[src/rtl/bwl_pkg.sv]
package bwl_pkg;

    // Number of bytes needed to hold one word of the given width.
    function automatic int unsigned bytes_for(input int unsigned width);
        return (width + 7) / 8;
    endfunction

    // Index width that never collapses to zero.
    function automatic int unsigned idx_w(input int unsigned count);
        return (count > 1) ? $clog2(count) : 1;
    endfunction

endpackage

[src/rtl/bwl_lane_merge.sv]
// Places one byte into the lane selected by the byte counter. The other
// lanes keep the partial word gathered so far.
module bwl_lane_merge #(
    parameter int unsigned LANES  = 4,
    parameter int unsigned CNT_W  = 2
) (
    input  logic [LANES*8-1:0] acc_i,
    input  logic [CNT_W-1:0]   lane_i,
    input  logic [7:0]         byte_i,
    output logic [LANES*8-1:0] merged_o
);
    for (genvar g = 0; g < LANES; g++) begin : g_lane
        assign merged_o[g*8 +: 8] = (lane_i == CNT_W'(g)) ? byte_i : acc_i[g*8 +: 8];
    end
endmodule

[src/rtl/bwl_word_trim.sv]
// Zeroes the lanes beyond the number of bytes actually received and keeps
// only the low WORD_W bits of the group.
module bwl_word_trim #(
    parameter int unsigned WORD_W = 32,
    parameter int unsigned LANES  = 4,
    parameter int unsigned CNT_W  = 3
) (
    input  logic [LANES*8-1:0] group_i,
    input  logic [CNT_W-1:0]   filled_i,
    output logic [WORD_W-1:0]  word_o
);
    localparam int unsigned GRP_W = LANES * 8;

    logic [GRP_W-1:0] masked;

    for (genvar g = 0; g < LANES; g++) begin : g_mask
        assign masked[g*8 +: 8] = (CNT_W'(g) < filled_i) ? group_i[g*8 +: 8] : 8'h00;
    end

    assign word_o = masked[WORD_W-1:0];

    if (GRP_W > WORD_W) begin : g_spare
        logic unused_spare_bits;
        assign unused_spare_bits = ^masked[GRP_W-1:WORD_W];
    end
endmodule

[src/rtl/byte_word_loader.sv]
module byte_word_loader
    import bwl_pkg::*;
#(
    parameter int unsigned WORD_W = 32,
    parameter int unsigned DEPTH  = 1024,
    parameter int unsigned ADDR_W = idx_w(DEPTH)
) (
    input  logic              clk,
    input  logic              rst,
    input  logic              start,
    input  logic              in_valid,
    input  logic [7:0]        in_byte,
    input  logic              in_last,
    output logic              in_ready,
    output logic              wr_en,
    output logic [ADDR_W-1:0] wr_addr,
    output logic [WORD_W-1:0] wr_data,
    output logic              done,
    output logic              overflow
);
    localparam int unsigned LANES  = bytes_for(WORD_W);
    localparam int unsigned GRP_W  = LANES * 8;
    localparam int unsigned BCNT_W = idx_w(LANES);
    localparam int unsigned FILL_W = BCNT_W + 1;
    localparam logic [BCNT_W-1:0] LAST_LANE = BCNT_W'(LANES - 1);
    localparam logic [ADDR_W-1:0] TOP_ADDR  = ADDR_W'(DEPTH - 1);

    typedef struct packed {
        logic [GRP_W-1:0]  acc;
        logic [BCNT_W-1:0] bcnt;
        logic [ADDR_W-1:0] addr;
        logic              full;
        logic              wr_en;
        logic [WORD_W-1:0] wr_data;
        logic              wr_last;
        logic              done;
        logic              ovf;
    } state_t;

    state_t q, d;

    logic [GRP_W-1:0]  merged;
    logic [FILL_W-1:0] filled;
    logic [WORD_W-1:0] trimmed;
    logic              take;

    bwl_lane_merge #(
        .LANES (LANES),
        .CNT_W (BCNT_W)
    ) merge_i (
        .acc_i    (q.acc),
        .lane_i   (q.bcnt),
        .byte_i   (in_byte),
        .merged_o (merged)
    );

    assign filled = {1'b0, q.bcnt} + FILL_W'(1);

    bwl_word_trim #(
        .WORD_W (WORD_W),
        .LANES  (LANES),
        .CNT_W  (FILL_W)
    ) trim_i (
        .group_i  (merged),
        .filled_i (filled),
        .word_o   (trimmed)
    );

    assign in_ready = !q.wr_en && !q.done;
    assign take     = in_valid && in_ready;

    always_comb begin
        d       = q;
        d.wr_en = 1'b0;
        if (start) begin
            d = '0;
        end else begin
            // Retire the word presented this cycle.
            if (q.wr_en) begin
                if (q.addr == TOP_ADDR) begin
                    d.full = 1'b1;
                end else begin
                    d.addr = q.addr + ADDR_W'(1);
                end
                if (q.wr_last) begin
                    d.done = 1'b1;
                end
            end
            // Accept an incoming byte.
            if (take) begin
                if (q.full) begin
                    d.ovf = 1'b1;
                    if (in_last) begin
                        d.done = 1'b1;
                    end
                end else if (q.bcnt == LAST_LANE || in_last) begin
                    d.wr_en   = 1'b1;
                    d.wr_data = trimmed;
                    d.wr_last = in_last;
                    d.acc     = '0;
                    d.bcnt    = '0;
                end else begin
                    d.acc  = merged;
                    d.bcnt = q.bcnt + BCNT_W'(1);
                end
            end
        end
    end

    always_ff @(posedge clk) begin
        if (rst) begin
            q <= '0;
        end else begin
            q <= d;
        end
    end

    assign wr_en    = q.wr_en;
    assign wr_addr  = q.addr;
    assign wr_data  = q.wr_data;
    assign done     = q.done;
    assign overflow = q.ovf;

endmodule

[config.mk]
export PLATFORM = sky130hd
export DESIGN_NAME = byte_word_loader
export DESIGN_NICKNAME = d
export VERILOG_FILES = /design/src/rtl/bwl_pkg.sv /design/src/rtl/bwl_lane_merge.sv /design/src/rtl/bwl_word_trim.sv /design/src/rtl/byte_word_loader.sv
export SDC_FILE = /design/constraint.sdc
export NUM_CORES = 1
export LEC_CHECK = 0
export CAP_MARGIN = 40
export CORE_UTILIZATION = 32
export DETAILED_ROUTE_END_ITERATION = 8
export PLACE_DENSITY_LB_ADDON = 0.2
export SETUP_SLACK_MARGIN = 0.4
export SKIP_LAST_GASP = 1
export SYNTH_ARGS = -nofsm -noshare
export SYNTH_HDL_FRONTEND = slang
export SYNTH_SLANG_ARGS = --single-unit
[constraint.sdc]
create_clock -name clk -period 2.4 [get_ports clk]
set_input_delay 0.48 -clock clk [delete_from_list [all_inputs] [get_ports clk]]
set_output_delay 0.48 -clock clk [all_outputs]
set_load 0.005 [all_outputs]
======== Yosys cells after proc, flatten, opt, wreduce, memory -nomap -nowiden ========
Index checks and enable logic that the tools add are counted.
word-level totals
  word-level logic and storage cells ...... 51
  memory bits (writable) .................. 0
  memories ................................ 0
  register bits ........................... 81
  bits in latches ......................... 0
  output and inout bits ................... 46
  ROM bits ................................ 0
  bits of input ports ..................... 13
cells by class
  equal/unequal tests ..................... 4
  mux-type cells .......................... 15
  bitwise operators ....................... 3
  $mul .................................... 0
  $lt $le $gt $ge ......................... 4
  reductions and logical operators ........ 13
  shift operators ......................... 0
  divide/modulo/power cells ............... 0
  add/subtract/negate cells ............... 3
operators with widths
  kind                     number
  $mux W34                 2
  $mux W8                  8
  $add A10 B1 Y10 const B  1
  $eq A10 B10 Y1 const B   1
  $reduce_and A2 Y1        4
  $lt A1 B3 Y1 const A     2
  $lt A2 B3 Y1 const A     2
  $eq A2 B2 Y1 const B     2
  $mux W2                  2
  $reduce_or A4 Y1         1
  $add A2 B1 Y3 const B    1
  $mux W1                  3
  $not A1 Y1               3
  $reduce_and A3 Y1        1
  $add A2 B1 Y2 const B    1
  $eq A2 B1 Y1 const B     1
  $logic_and A1 B1 Y1      2
  $logic_not A1 Y1         2
  $logic_not A2 Y1         1
  $reduce_or A2 Y1         1
  $logic_or A1 B1 Y1       1

======== Depth between registers and ports, before layout ========
Gate-level depths: netlist of run 1.
  depth in word-level cells ............... 5
  gate-level depth with buffers ........... 6

======== By module ========
Synthesis of run 1 repeated with hierarchy kept, for this count alone.
second synthesis, totals
  cells, all modules ...................... 508
  area total of the unflattened synthesis .. 4221.5 um2
by module, submodules not included
  module            sequential area each (um2)  cells an instance  area each (um2)  instances
  byte_word_loader  1621.6                      434                3538.4           1
  bwl_lane_merge    0.0                         38                 407.9            1
  bwl_word_trim     0.0                         36                 275.3            1

======== Least setup slack after synthesis of run 1 ========
OpenSTA, ideal clock, no wires.
  kind .................................... reg2reg
  from .................................... register q[47] in the netlist's numbering
  to ...................................... register q (netlist bit wr_data[14])
  stages on the path, launching flop included .. 7
  data required time ...................... 2284 ps
  clock period less this slack ............ 1674 ps
  setup time .............................. 116 ps
  setup slack ............................. 726 ps
  arrival time ............................ 1557 ps
  cells stage by stage .................... dfxtp_1 > ha_1 > nor2_1 > clkbuf_1 > buf_1 > nor4_1 > a31o_2
on the way
  longest elaborated chain between the ends .. 3
  elaborated cells on any way between the ends .. 8
  classes of those cells .................. add/sub: 1; order compare: 1; eq/ne: 2; mux: 2; reduce/logical: 2
ends and longest elaborated chain
  item                                          line                     text
  start: declaration                            byte_word_loader.sv:40   state_t q, d;
  start signal: assignment                      byte_word_loader.sv:112  q <= '0;
  start signal: assignment                      byte_word_loader.sv:114  q <= d;
  $add A2 B1 Y3 (tied with other cells)         byte_word_loader.sv:57   assign filled = {1'b0, q.bcnt} + FILL_W'(1);
  $lt A1 B3 Y1 (tied with other cells)          bwl_word_trim.sv:17      assign masked[g*8 +: 8] = (CNT_W'(g) < filled_i) ? group_i[g*8 +: 8] : 8'h00;
  $mux W8 or $reduce_and A3 Y1 (tied branches)  -
Several ways; a longest one is shown, not always the timed one.
A chain may end at the register's enable or synchronous reset.

======== Worst setup path after layout of run 1 ========
  from .................................... input port in_valid
  to ...................................... register q (netlist bit wr_data[9])
on the way
  longest elaborated chain between the ends .. 2
ends and longest elaborated chain
  item                                line                    text
  start: declaration                  byte_word_loader.sv:11  input logic in_valid,
  $logic_and A1 B1 Y1                 byte_word_loader.sv:70  assign take = in_valid && in_ready;
  $reduce_and A3 Y1 (no source line)  -
Every way passes these cells.

==> summary.md, run 1 <==
| Metric | Value |
|---|---|
| Least-Margin Pin Slew | `0.634 ns` |
| Outcome | `complete, but fails checks` |
| Synth unique cells | `42` |
| Yosys warnings | `0` |
| Fmax | `0.524 GHz` |
| Slowest stage delay, CP | `0.54 ns` |
| Synthesized flop and latch total | `73` |
| Worst reg-to-reg setup slack | `0.53 ns` |
| WL/cell | `16.5 µm` |
| Sequential-to-total area share from yosys stat | `41.1%` |
| H-tree depth | `3` |
| Share of cells above drive strength 1 | `10.8%` |
| Clk_skew | `0.00981 ns` |
| Die area | `11,500 µm²` |
| Vias per cell | `5.40` |
| Period utilization | `79.5%` |
| Worst Path Arrival | `2.21 ns` |
| WP data required | `2.71 ns` |
| Post-DRT Antenna Nets | `0` |
| Initial Util | `32.8%` |
| WHS Path Cells | `2` |
| Initial antenna violation count | `0` |
| Via Count | `2,863` |
| Clock latency on the worst-skew pair | `0.35 ns` |
| Max-cap viol count | `0` |
| Final hold vios | `0` |
| Post-DP HPWL | `5860 µm` |
| VDD IR max | `0.213 mV` |
| Max-slew headroom | `57.5%` |
| Pin count of the biggest net entering global routing | `50` |
| Hold Buf Count CTS | `0` |
| Synth top area share | `41.1%` |
| Syn Std Cell Area | `3560 µm²` |
| Total wire length | `8740 µm` |
| Number of synthesized flops with an enable pin | `0` |
| Slowest cell on the critical path | `clkdlybuf4s50_1` |
| Synthesized area per cell | `9.38 µm²` |
| RSZ-0062 raised after global routing | `false` |
| Io pins | `59` |
| Pwr Density | `554 nW/µm²` |
| Buf/Inv on CP | `2` |
| CTS root buf | `clkbuf_8` |
| DP Worst Slack | `0.117 ns` |
| Main synth FF type | `dfxtp_1` |
| CP startpoint | `in_valid` |
| Fin Setup TNS | `0 ns` |
| Leakage | `1.35 nW` |
| IO Port Bufs | `58` |
| Cts bufs inserted | `9` |
| Die width | `107 µm` |
| Crit start category | `input pin` |
| DRT iter0 DRCs | `203` |
| Min Tclk post-route | `1.91 ns` |
| WHS | `0.474 ns` |
| Residual DRC | `2` |
| Routability congestion estimate | `0.796` |
| Die Y | `107 µm` |
| Failing checks | `design-rule violations` |
| Largest fanout on the critical path | `28` |
| Hold Path Class | `reg2reg` |
| Area leader, netlist | `dfxtp_1` |
| Most common cell after layout, fill and taps aside | `dfxtp_1` |
| Area Growth Syn to Fin | `17.1%` |
| Share of flip-flops with an asynchronous set or reset | `0%` |
| Crit Path Category | `in2reg` |
| Pwr Total | `2.31 mW` |
| Drt pass-1 iters | `6` |
| Grt ovf | `0` |
| CTS max path bufs | `2` |
| Sinks on the clock net | `73` |
| Crit path max-delay family | `simple AND/OR/NAND/NOR gates` |
| Commonest non-fill, non-tap cells in the layout | `dfxtp_1, clkdlybuf4s50_1, nand2_1, mux2i_1, o211ai_1` |
| Clk pin slew, worst setup/hold paths | `0.08 ns` |
| First-pass GRT wire length | `14,000 µm` |
| Num rows | `38` |
| Slew Limit Fails | `0` |
| Total track usage | `15.8%` |
| Critical-path cell list | `clkdlybuf4s50_1 > or4b_1 > buf_12 > nor4_1 > a31o_2` |
| Cells after Synth | `379` |
| Crit. path cell count | `5` |
| Reg-to-Reg Start | `q[48]` |
| Final setup viols | `0` |
| Synth top area cells | `dfxtp_1, buf_4, mux2i_1` |
| Core area | `10,800 µm²` |
| CTS tree | `done` |
| CP endpoint kind | `flip-flop` |
| R2r worst-path depth | `4` |
| Nets@finish | `404` |
| Reg-to-reg endpoint | `wr_data[21]` |
| Ant diodes | `0` |
| Setup crit end | `wr_data[9]` |
| Syn_nets | `398` |
| Final WS setup | `0.493 ns` |
| Number of global-route vias before repair | `2,688` |
metal layers:
layer  GRT usage, %  vias up  share of wire, %
met5              0        -                 0
met2           24.3       52                46
met4           5.87        0               1.0
li1               -     1392                 -
met1           22.0     1411                50
met3           2.60        8               3.1
synth_stat cells, types with 2 or more instances:
master    number
a211oi_1       7
a21oi_1       10
a31o_2         7
a31oi_1        4
a32o_1        16
a41oi_1        2
and2_1         9
and3_1         3
and4_1         2
buf_1          7
buf_2          5
buf_4         42
clkbuf_1      18
dfxtp_1       73
ha_1           6
inv_1          6
mux2i_1       24
nand2_1       33
nand3_1       10
nand4_1        3
nor2_1         6
nor3_1         4
nor4_1         9
nor4b_1        2
o211ai_1      18
o21a_1         2
o21ai_0        4
o22ai_1       16
o31ai_1       16
or2_2          2
or3_1          2
report_power, final:
| group | switching, mW | leakage [nW] | internal (mW) | total (mW) |
|---|---|---|---|---|
| sequential | 0.00665 | 0.589 | 1.22 | 1.23 |
| clock | 0.485 | 0.0805 | 0.402 | 0.888 |
| combinational | 0.121 | 0.685 | 0.0733 | 0.194 |
sequential cells by signal, summed over array words and instances, names as in the netlist:
signal,flops
done,1
overflow,1
q,28
wr_data,32
wr_en,1
wr_addr,10
worst min-delay path by stage:
stage          startpoint        to
3_3_place_gp     overflow  overflow
3_5_place_dp        q[50]     q[50]
4_1_cts             q[50]     q[50]
5_1_grt             q[71]     q[71]
6_report            q[53]     q[53]
2_1_floorplan       q[49]     q[49]
area by class of cell:
class / count / area, µm²
clock inverters: 6 / 43.8
repair buffers: 69 / 701
fillers: 1106 / 6680
clock buffers: 10 / 138
inverters: 6 / 22.5
well taps: 140 / 175
multi-input cells: 226 / 1620
flip-flops and latches: 73 / 1460
timing repair:
action / in CTS / in global routing
setup buffers: 0 / 1
gates resized for setup: 1 / 0
cloned: 0 / 0
endpoints found under the setup margin: 2 / 10
through the flow:
step / std cells / utilization [%] / cell area (µm²)
floorplan: 379 / - / 3560
global placement: 513 / 36.7 / 3970
detailed placement: 513 / 36.7 / 3970
CTS: 529 / 38.3 / 4160
global route: 530 / 38.4 / 4160
finish: 530 / 38.4 / 4160
worst reg2reg max path: stages (launching register included):
cell and delay [ns]:
dfxtp_1 0.40, inv_1 0.10, ha_1 0.39, or3_1 0.62
o31ai_1 0.29
cells by family after synthesis:
family / count (synthesis) / share of synthesized area [%]
compound gates: 106 / 22.2
simple gates: 90 / 14.3
buf+inv: 80 / 13.6
flops: 73 / 41.1
mux: 24 / 6.76
fa+ha+maj: 6 / 2.11
Note: power is estimated with default switching activity, not from simulation.
==> inputs of run 2 (changes only) <==
Clock period 2.4 ns to 1.8 ns, I/O delays scaled along.
==> summary.md, run 2 (synthesis results as in run 1) <==
| Metric | Value |
|---|---|
| Total wire length | `10,600 µm (was 8740 µm)` |
| Num rows | `38 (unchanged)` |
| Initial Util | `32.8% (unchanged)` |
| IO Port Bufs | `58 (unchanged)` |
| Total track usage | `18.2% (was 15.8%)` |
| WHS | `0.453 ns (was 0.474 ns)` |
| CP startpoint | `done (was in_valid)` |
| Slew Limit Fails | `0 (unchanged)` |
| DRT iter0 DRCs | `130 (was 203)` |
| Ant diodes | `0 (unchanged)` |
| Multi-input gate area | `2130 µm² (was 1620 µm²)` |
| Area Growth Syn to Fin | `51.7% (was 17.1%)` |
| Pin count of the biggest net entering global routing | `41 (was 50)` |
| Largest fanout on the critical path | `7 (was 28)` |
| Core area | `10,800 µm² (unchanged)` |
| Clk pin slew, worst setup/hold paths | `0.08 ns (about the same)` |
| Slowest stage delay, CP | `0.58 ns (was 0.54 ns)` |
| Die area | `11,500 µm² (unchanged)` |
| CTS max path bufs | `2 (unchanged)` |
| Crit start category | `flip-flop (was input pin)` |
| Residual DRC | `0 (was 2)` |
| Final setup viols | `0 (unchanged)` |
| CTS root buf | `clkbuf_8 (unchanged)` |
| Max-cap viol count | `0 (unchanged)` |
| Number of global-route vias before repair | `3,042 (was 2,688)` |
| First-pass GRT wire length | `16,200 µm (was 14,000 µm)` |
| Post-DP HPWL | `6140 µm (was 5860 µm)` |
| Crit path max-delay family | `simple AND/OR/NAND/NOR gates (unchanged)` |
| Most common cell after layout, fill and taps aside | `buf_4 (was dfxtp_1)` |
| Crit Path Category | `reg2reg (was in2reg)` |
| Routability congestion estimate | `0.754 (was 0.796)` |
| Setup crit end | `wr_data[4] (was wr_data[9])` |
| Drt pass-1 iters | `4 (was 6)` |
| Fmax | `0.600 GHz` |
| Clock latency on the worst-skew pair | `0.35 ns (about the same)` |
| Reg-to-reg endpoint | `wr_data[4] (was wr_data[21])` |
| CP endpoint kind | `flip-flop (unchanged)` |
| Pwr Density | `630 nW/µm² (was 554 nW/µm²)` |
| Slowest cell on the critical path | `or4b_4 (was clkdlybuf4s50_1)` |
| RSZ-0062 raised after global routing | `true (was false)` |
| Worst Path Arrival | `1.89 ns (was 2.21 ns)` |
| Sinks on the clock net | `73 (unchanged)` |
| Die Y | `107 µm (unchanged)` |
| Grt ovf | `0 (unchanged)` |
| Initial antenna violation count | `0 (unchanged)` |
| WL/cell | `17.9 µm (was 16.5 µm)` |
| Fillers | `993 (was 1,106)` |
| R2r worst-path depth | `5 (was 4)` |
| Final hold vios | `0 (unchanged)` |
| Period utilization | `92.7%` |
| Max-slew headroom | `73.8% (was 57.5%)` |
| Crit. path cell count | `5 (unchanged)` |
| Nets@finish | `468 (was 404)` |
| Clk_skew | `0.00885 ns (was 0.00981 ns)` |
| VDD IR max | `0.405 mV (was 0.213 mV)` |
| H-tree depth | `3 (unchanged)` |
| Max FFs per register | `32 (unchanged)` |
| Outcome | `finished clean (was complete, but fails checks)` |
| Io pins | `59 (unchanged)` |
| Share of cells above drive strength 1 | `45.7% (was 10.8%)` |
| Via Count | `3,130 (was 2,863)` |
| Worst reg-to-reg setup slack | `0.13 ns (was 0.53 ns)` |
| Hold Buf Count CTS | `0 (unchanged)` |
| CTS tree | `done (unchanged)` |
| Hold Path Class | `in2reg (was reg2reg)` |
| Cts bufs inserted | `9 (unchanged)` |
| WP data required | `2.03 ns (was 2.71 ns)` |
| Buf/Inv on CP | `2 (unchanged)` |
| Vias per cell | `5.28 (was 5.40)` |
| Min Tclk post-route | `1.67 ns` |
| Post-DRT Antenna Nets | `0 (unchanged)` |
| Pwr Total | `3.40 mW (was 2.31 mW)` |
| Die width | `107 µm (unchanged)` |
| Reg-to-Reg Start | `done (was q[48])` |
| Commonest non-fill, non-tap cells in the layout | `buf_4, dlygate4sd2_1, dfxtp_1, nand2_1, dfxtp_2 (was dfxtp_1, clkdlybuf4s50_1, nand2_1, mux2i_1, o211ai_1)` |
| Sequential Area | `1530 µm² (was 1460 µm²)` |
| Least-Margin Pin Slew | `0.383 ns (was 0.634 ns)` |
| Critical-path cell list | `or4b_4 > buf_12 > buf_16 > o211ai_1 > o31ai_2 (was clkdlybuf4s50_1 > or4b_1 > buf_12 > nor4_1 > a31o_2)` |
| Leakage | `2.14 nW (was 1.35 nW)` |
-- run 2: cell count changes in the layout (fill, tap and decap cells not counted), sizes merged --
cell and delta:
buf +65, clkdlybuf4s50 -47, clkinv +1, dlymetal6s2s +1
clkinvlp -3, dlygate4sd2 +43, bufinv +1, clkbuf +2
-- run 2: metal layers --
metal	share of wire, %	vias to the layer above	wire (µm)	track usage (%)
met2	49	64	5220	31.4
met3	3.3	11	349	2.30
met5	0	-	0	0
li1	-	1525	-	-
met4	1.3	0	136	5.87
met1	46	1530	4930	23.5
-- run 2: worst min path at each step --
| stage | slack [ns] | startpoint | depth (start not counted) | to |
|---|---|---|---|---|
| floorplan | 0.45 | q[49] | 2 | q[49] |
| global placement | 0.45 | overflow | 2 | overflow |
| detailed placement | 0.46 | q[50] | 2 | q[50] |
| CTS | 0.44 | in_valid | 3 | overflow |
| global route | 0.48 | wr_addr[2] | 1 | wr_addr[2] |
| finish | 0.45 | in_valid | 3 | overflow |
-- run 2: per-stage QoR --
step / instances / TNS (ns) / utilization, % / setup WS, ns / cell area [µm²]
after floorplan: 379 / 0 / - / 0.312 / 3600
after global placement: 530 / -12.41 / 37.9 / -0.327 / 4110
after detailed placement: 530 / -14.03 / 37.9 / -0.333 / 4110
after CTS: 584 / 0 / 47.0 / 0.129 / 5090
after global routing: 593 / 0 / 49.7 / 0.0586 / 5390
final: 593 / 0 / 49.7 / 0.132 / 5390
-- run 2: report_power, final --
part	internal (mW)	switching, mW	total, mW
registers	1.61	0.00749	1.62
logic	0.214	0.247	0.461
clock network	0.669	0.651	1.32
total	2.49	0.905	3.40
-- run 2: what timing repair did --
item,CTS,global route
gates cloned,5,1
pin swaps,29,26
hold endpoints to repair,0,0
gates resized for setup,165,47
setup endpoints to repair,109,69
buffers inserted,34,8
-- run 2: area by class of cell --
| type | instances | area share, % |
|---|---|---|
| clock inverter | 5 | 1.04 |
| tap | 140 | 3.25 |
| timing repair buffer | 133 | 24.7 |
| clock buffer | 10 | 2.55 |
| multi-input combinational | 226 | 39.5 |
| inverter | 6 | 0.510 |
| sequential | 73 | 28.4 |
-- run 2: worst reg2reg max path, delay by kind of cell, from the launching register on --
kind            cells  cell delay [ns]
compound gates      2             0.30
flops               1             0.36
simple gates        1             0.58
buf+inv             2             0.31
